==> src/rtl/msac_pkg.sv <==
`timescale 1ns/1ps
package msac_pkg;
   typedef enum logic [1:0] {
      OP_MSAC    = 2'b00,
      OP_MSAC_LD = 2'b01,
      OP_CLR_OVF = 2'b10,
      OP_ACC_SET = 2'b11
   } msac_op_e;

   typedef enum logic [1:0] {
      SC_NONE  = 2'b00,
      SC_LEFT  = 2'b01,
      SC_RSVD  = 2'b10,
      SC_RIGHT = 2'b11
   } msac_scale_e;
endpackage

==> src/rtl/msac_mult.sv <==
`timescale 1ns/1ps
module msac_mult #(
   parameter int ACC_W = 32
) (
   input  logic [ACC_W-1:0] op_x,
   input  logic [ACC_W-1:0] op_y,
   input  logic             use_long,
   input  logic             x_hi,
   input  logic             y_hi,
   input  logic             is_signed,
   output logic [ACC_W-1:0] prod
);
   localparam int HALF_W = ACC_W / 2;

   logic [HALF_W-1:0] half_x, half_y;
   logic [ACC_W-1:0]  ext_x, ext_y, fac_x, fac_y;

   always_comb begin
      half_x = x_hi ? op_x[ACC_W-1:HALF_W] : op_x[HALF_W-1:0];
      half_y = y_hi ? op_y[ACC_W-1:HALF_W] : op_y[HALF_W-1:0];
      ext_x  = {{HALF_W{is_signed & half_x[HALF_W-1]}}, half_x};
      ext_y  = {{HALF_W{is_signed & half_y[HALF_W-1]}}, half_y};
      fac_x  = use_long ? op_x : ext_x;
      fac_y  = use_long ? op_y : ext_y;
      prod   = fac_x * fac_y;
   end
endmodule

==> src/rtl/msac_accum.sv <==
`timescale 1ns/1ps
module msac_accum
   import msac_pkg::*;
#(
   parameter int ACC_W = 32
) (
   input  logic             clk,
   input  logic             rst_n,
   input  logic             s1_valid,
   input  msac_op_e         s1_op,
   input  logic [ACC_W-1:0] s1_word,
   input  msac_scale_e      s1_scale,
   input  logic             s1_signed,
   output logic [ACC_W-1:0] acc,
   output logic             ovf
);
   localparam int MSB = ACC_W - 1;

   logic [ACC_W-1:0] scaled, diff;
   logic             ovf_now;

   always_comb begin
      unique case (s1_scale)
         SC_LEFT:  scaled = {s1_word[MSB-1:0], 1'b0};
         SC_RIGHT: scaled = {s1_signed & s1_word[MSB], s1_word[MSB:1]};
         default:  scaled = s1_word;
      endcase
      diff = acc - scaled;
      if (s1_signed)
         ovf_now = (acc[MSB] != scaled[MSB]) && (diff[MSB] != acc[MSB]);
      else
         ovf_now = acc < scaled;
   end

   always_ff @(posedge clk) begin
      if (!rst_n) begin
         acc <= '0;
         ovf <= 1'b0;
      end else if (s1_valid) begin
         unique case (s1_op)
            OP_MSAC, OP_MSAC_LD: begin
               acc <= diff;
               ovf <= ovf | ovf_now;
            end
            OP_CLR_OVF: ovf <= 1'b0;
            OP_ACC_SET: acc <= s1_word;
         endcase
      end
   end
endmodule

==> src/rtl/msac_loadpath.sv <==
`timescale 1ns/1ps
module msac_loadpath #(
   parameter int ACC_W = 32,
   parameter int IDX_W = 4
) (
   input  logic             clk,
   input  logic             rst_n,
   input  logic             ld_fire,
   input  logic [ACC_W-1:0] ld_word,
   input  logic [ACC_W-1:0] ld_mask,
   input  logic             ld_mask_en,
   input  logic [IDX_W-1:0] ld_dest,
   output logic             wb_valid,
   output logic [IDX_W-1:0] wb_idx,
   output logic [ACC_W-1:0] wb_data
);
   logic             p_valid;
   logic [IDX_W-1:0] p_idx;
   logic [ACC_W-1:0] p_data;

   always_ff @(posedge clk) begin
      if (!rst_n) begin
         p_valid  <= 1'b0;
         p_idx    <= '0;
         p_data   <= '0;
         wb_valid <= 1'b0;
         wb_idx   <= '0;
         wb_data  <= '0;
      end else begin
         p_valid  <= ld_fire;
         if (ld_fire) begin
            p_idx  <= ld_dest;
            p_data <= ld_mask_en ? (ld_word & ld_mask) : ld_word;
         end
         wb_valid <= p_valid;
         if (p_valid) begin
            wb_idx  <= p_idx;
            wb_data <= p_data;
         end
      end
   end
endmodule

==> src/rtl/msac_unit.sv <==
`timescale 1ns/1ps
module msac_unit
   import msac_pkg::*;
#(
   parameter int ACC_W    = 32,
   parameter int IDX_W    = 4,
   parameter bit HAS_LOAD = 1'b1
) (
   input  logic             clk,
   input  logic             rst_n,
   input  logic             cmd_valid,
   output logic             cmd_ready,
   input  logic [1:0]       cmd_op,
   input  logic [ACC_W-1:0] cmd_x,
   input  logic [ACC_W-1:0] cmd_y,
   input  logic             cmd_long,
   input  logic             cmd_x_hi,
   input  logic             cmd_y_hi,
   input  logic             cmd_signed,
   input  logic [1:0]       cmd_scale,
   input  logic             cmd_mask_en,
   input  logic [IDX_W-1:0] cmd_dest,
   input  logic [ACC_W-1:0] cmd_ldata,
   input  logic [ACC_W-1:0] mask_value,
   output logic [ACC_W-1:0] acc_value,
   output logic             ovf_flag,
   output logic             wb_valid,
   output logic [IDX_W-1:0] wb_idx,
   output logic [ACC_W-1:0] wb_data
);
   if (ACC_W < 8 || (ACC_W % 2) != 0) begin : g_bad_acc_w
      $error("msac_unit: ACC_W must be even and at least 8");
   end
   if (IDX_W < 1) begin : g_bad_idx_w
      $error("msac_unit: IDX_W must be at least 1");
   end

   logic             fire;
   logic [ACC_W-1:0] prod;
   logic             s1_valid;
   msac_op_e         s1_op;
   logic [ACC_W-1:0] s1_word;
   msac_scale_e      s1_scale;
   logic             s1_signed;

   assign cmd_ready = 1'b1;
   assign fire      = cmd_valid & cmd_ready;

   msac_mult #(.ACC_W(ACC_W)) u_mult (
      .op_x(cmd_x), .op_y(cmd_y), .use_long(cmd_long),
      .x_hi(cmd_x_hi), .y_hi(cmd_y_hi), .is_signed(cmd_signed),
      .prod(prod)
   );

   always_ff @(posedge clk) begin
      if (!rst_n) begin
         s1_valid  <= 1'b0;
         s1_op     <= OP_MSAC;
         s1_word   <= '0;
         s1_scale  <= SC_NONE;
         s1_signed <= 1'b0;
      end else begin
         s1_valid <= fire;
         if (fire) begin
            s1_op     <= msac_op_e'(cmd_op);
            s1_word   <= (msac_op_e'(cmd_op) == OP_ACC_SET) ? cmd_x : prod;
            s1_scale  <= msac_scale_e'(cmd_scale);
            s1_signed <= cmd_signed;
         end
      end
   end

   msac_accum #(.ACC_W(ACC_W)) u_accum (
      .clk(clk), .rst_n(rst_n), .s1_valid(s1_valid), .s1_op(s1_op),
      .s1_word(s1_word), .s1_scale(s1_scale), .s1_signed(s1_signed),
      .acc(acc_value), .ovf(ovf_flag)
   );

   if (HAS_LOAD) begin : g_load
      msac_loadpath #(.ACC_W(ACC_W), .IDX_W(IDX_W)) u_load (
         .clk(clk), .rst_n(rst_n),
         .ld_fire(fire && msac_op_e'(cmd_op) == OP_MSAC_LD),
         .ld_word(cmd_ldata), .ld_mask(mask_value), .ld_mask_en(cmd_mask_en),
         .ld_dest(cmd_dest), .wb_valid(wb_valid), .wb_idx(wb_idx),
         .wb_data(wb_data)
      );
   end else begin : g_no_load
      assign wb_valid = 1'b0;
      assign wb_idx   = '0;
      assign wb_data  = '0;
   end
endmodule

==> config.mk <==
export PLATFORM = sky130hd
export DESIGN_NAME = msac_unit
export DESIGN_NICKNAME = d
export VERILOG_FILES = /design/src/rtl/msac_pkg.sv /design/src/rtl/msac_mult.sv /design/src/rtl/msac_accum.sv /design/src/rtl/msac_loadpath.sv /design/src/rtl/msac_unit.sv
export SDC_FILE = /design/constraint.sdc
export NUM_CORES = 2
export LEC_CHECK = 0
export CORE_ASPECT_RATIO = 1.75
export CORE_MARGIN = 3
export CORE_UTILIZATION = 55
export CTS_BUF_LIST = sky130_fd_sc_hd__clkbuf_2 sky130_fd_sc_hd__clkbuf_4 sky130_fd_sc_hd__clkbuf_8
export DETAILED_ROUTE_END_ITERATION = 6
export GPL_TIMING_DRIVEN = 1
export PLACE_DENSITY_LB_ADDON = 0.15
export SETUP_SLACK_MARGIN = 0.1
export SLEW_MARGIN = 20
export SYNTH_ARGS = -nofsm -noshare
export SYNTH_HDL_FRONTEND = slang
export SYNTH_SLANG_ARGS = --single-unit
==> constraint.sdc <==
create_clock -name clk -period 11.65 [get_ports clk]
set_input_delay 1.165 -clock clk [delete_from_list [all_inputs] [get_ports clk]]
set_output_delay 1.165 -clock clk [all_outputs]
set_load 0.03 [all_outputs]
==> flow_summary.ini <==
[outcome]
status = completed

[yosys]
netlist_instances = 2844
synth_cell_types = 85
syn_area_um2 = 24200
synth_enable_flop_cells = 0
synth_top_area_share_pct = 33.9
async_flop_share_pct = 0
synth_area_leaders = fa_1 34%, dfxtp_1 12%, ha_1 8.0%, nor2_1 6.4%, inv_1 6.2%
avgSynthCellArea_um2 = 8.50
yosysTopAreaCell = fa_1
synth-warning-count = 0
ys.flop_type = dfxtp_1
ys_seq_elements = 145
synthesis.nets = 3552
synth_seq_area_share_pct = 12.0

[worst_setup_path]
setup.worst_path.end_class = flip-flop
critPathMaxFanout = 39
criticalPathCategory = input pin to flip-flop
arrival_ps = 10220
r2r_setup_slack_ps = 7190
path_common_cell = fa_1
cp-start-kind = input pin
cpMaxStageDelayCell = nand2b_2
required_ps = 12010
worst_path_largest_cell_delay_ps = 810

[clock_tree]
numCtsBuffers = 17
tritoncts = done
cts_resized = 0
cts.sinks = 145
htreeDepth = 4
clockBufferDepth = 2
post_cts_buffers = 0
holdBufCountCts = 0
cts_root_buf = clkbuf_8
clk_pin_slew_worst_paths_ps = 100
clock_latency_ps = 480

[drt]
first_pass_iters = 5
drc = 0
vias = 21200
wl_um = 89400
drtIter0Drc = 1423
ant_nets = 0
via_per_inst = 5.94
detail_route.wl_per_cell_um = 25.1

[sta]
min_period_ps = 9860
relSlewSlack_pct = 14.8
tns_ps = 0
fmax_ghz = 0.101
min_period_over_period_pct = 84.7
rsz0062_at_grt = no
setup_viol_count_final = 0
finClkSkew_ps = 17.0
worst_pin_slew_ps = 1270
slew_viol_final = 0
hold_viol = 0

[die]
pin_count = 215
fp.dieW_um = 164
die_area_um2 = 46600
core_um2 = 43500
die_h_um = 283
start_util_pct = 55.6
rows = 101

[global_routing]
grt.total_usage_pct = 38.9
overflow = 0
grt_pass1_vias = 22500
antenna_found_initial = 1
grt_max_degree = 88
grt_pass1_wl_um = 134000

[cells_and_area]
layout-drive-gt1-share_pct = 5.97
fin_nets = 3695
area_growth_pct = 12.9

[place]
place_hpwl_um = 73200
place.gp.congestion = 1.05
port_buffers = 213

[job]
maxCapViolCount = 0

[worst_hold_path]
min_path_type = flip-flop to flip-flop
[cell usage after synthesis (16+ instances only)]
| cell | instances |
|---|---|
| nor2_1 | 412 |
| fa_1 | 409 |
| inv_1 | 402 |
| nand2_1 | 381 |
| ha_1 | 155 |
| dfxtp_1 | 145 |
| a21oi_1 | 129 |
| clkbuf_1 | 104 |
| o21ai_0 | 94 |
| mux2i_1 | 90 |
| xnor2_1 | 78 |
| nand2b_1 | 52 |
| nand3_1 | 43 |
| a21o_1 | 35 |
| xor2_1 | 28 |
| a311oi_1 | 26 |
| mux2_2 | 19 |
| a31oi_1 | 16 |
| o21a_1 | 16 |
[sequential cells by signal, summed over array words and instances, names as in the netlist]
signal	count
s1_op	2
g_load.u_load.wb_idx	4
g_load.u_load.wb_valid	1
g_load.u_load.p_idx	4
g_load.u_load.p_data	32
s1_scale	2
s1_word	32
g_load.u_load.p_valid	1
g_load.u_load.wb_data	32
s1_signed	1
s1_valid	1
u_accum.ovf	1
u_accum.acc	32
[worst max-delay path: cells and delay by family]
family | cells | cell delay (ps)
buffers and inverters | 7 | 1150
AOI/OAI and AO/OA | 9 | 2240
and+or+nand+nor | 3 | 1330
xor gates and xnor gates | 1 | 170
adders and majority gates | 9 | 4130
[routing by layer]
| metal | share of wire [%] | wire, um | vias up | GRT usage [%] |
|---|---|---|---|---|
| met5 | 0 | 0 | - | 0 |
| met4 | 12 | 10600 | 0 | 35.2 |
| li1 | - | - | 9264 | - |
| met1 | 32 | 28400 | 10500 | 39.1 |
| met3 | 5.9 | 5250 | 389 | 5.57 |
| met2 | 50 | 45100 | 971 | 67.8 |
[cells in the final DEF, fill, tap and decap left out, types with 7 or more instances in the layout]
master	synthesis	layout
nor2_1	412	411
fa_1	409	409
inv_1	402	402
nand2_1	381	381
clkdlybuf4s50_1	0	211
ha_1	155	155
dfxtp_1	145	142
a21oi_1	129	126
o21ai_0	94	93
mux2i_1	90	82
xnor2_1	78	78
nand2b_1	52	51
nand3_1	43	43
buf_4	3	40
a21o_1	35	35
xor2_1	28	28
a311oi_1	26	26
mux2_2	19	19
clkbuf_8	0	17
o21a_1	16	16
a31oi_1	16	16
o21ai_1	15	15
mux2i_2	6	14
and2_1	14	14
mux2_4	9	9
nor3_1	9	9
o211ai_1	9	9
or3_1	9	9
o21ai_2	7	8
mux2i_4	7	7
[area by class of cell]
class                           count  area [um^2]
Timing Repair Buffer              255         2480
Sequential cell                   145         2910
Clock inverter                     15          220
Inverter                          405         1520
Clock buffer                       17          234
Tap cell                          566          708
Multi-Input combinational cell   2163        19200
Fill cell                        3845        16200
Antenna cell                        1         2.50
[cell families after synthesis]
group	Yosys count	synth area share (%)
buf+inv	536	8.68
fa+ha+maj	564	41.9
simple gates	955	16.3
compound gates	404	10.9
other cells	1	0.0155
flops	145	12.0
xor+xnor	108	3.97
mux	131	6.16
[path summary, 6_finish.rpt]
kind | to | startpoint | depth (start not counted)
worst max-delay path | s1_word[31] | cmd_long | 29
worst min-delay path | g_load.u_load.p_data[28] | g_load.u_load.p_data[28] | 2
worst max register to register | u_accum.ovf | s1_scale[1] | 16
worst min register to register | g_load.u_load.p_data[28] | g_load.u_load.p_data[28] | 2
[per-stage QoR]
step           util [%]  worst slack (ps)  area, um^2  hold WS [ps]  instances
2_1_floorplan         -              2800       24200           432       2844
3_3_place_gp       61.6              1600       26800           438       3532
3_5_place_dp       61.8              1390       26900           443       3534
4_1_cts            62.8              1900       27300           460       3566
5_1_grt            62.8              1340       27300           479       3567
6_report           62.8              1790       27300           457       3567
Power is not shown: default switching activity piles up to over one toggle a cycle in this logic, so the estimate is an artifact.
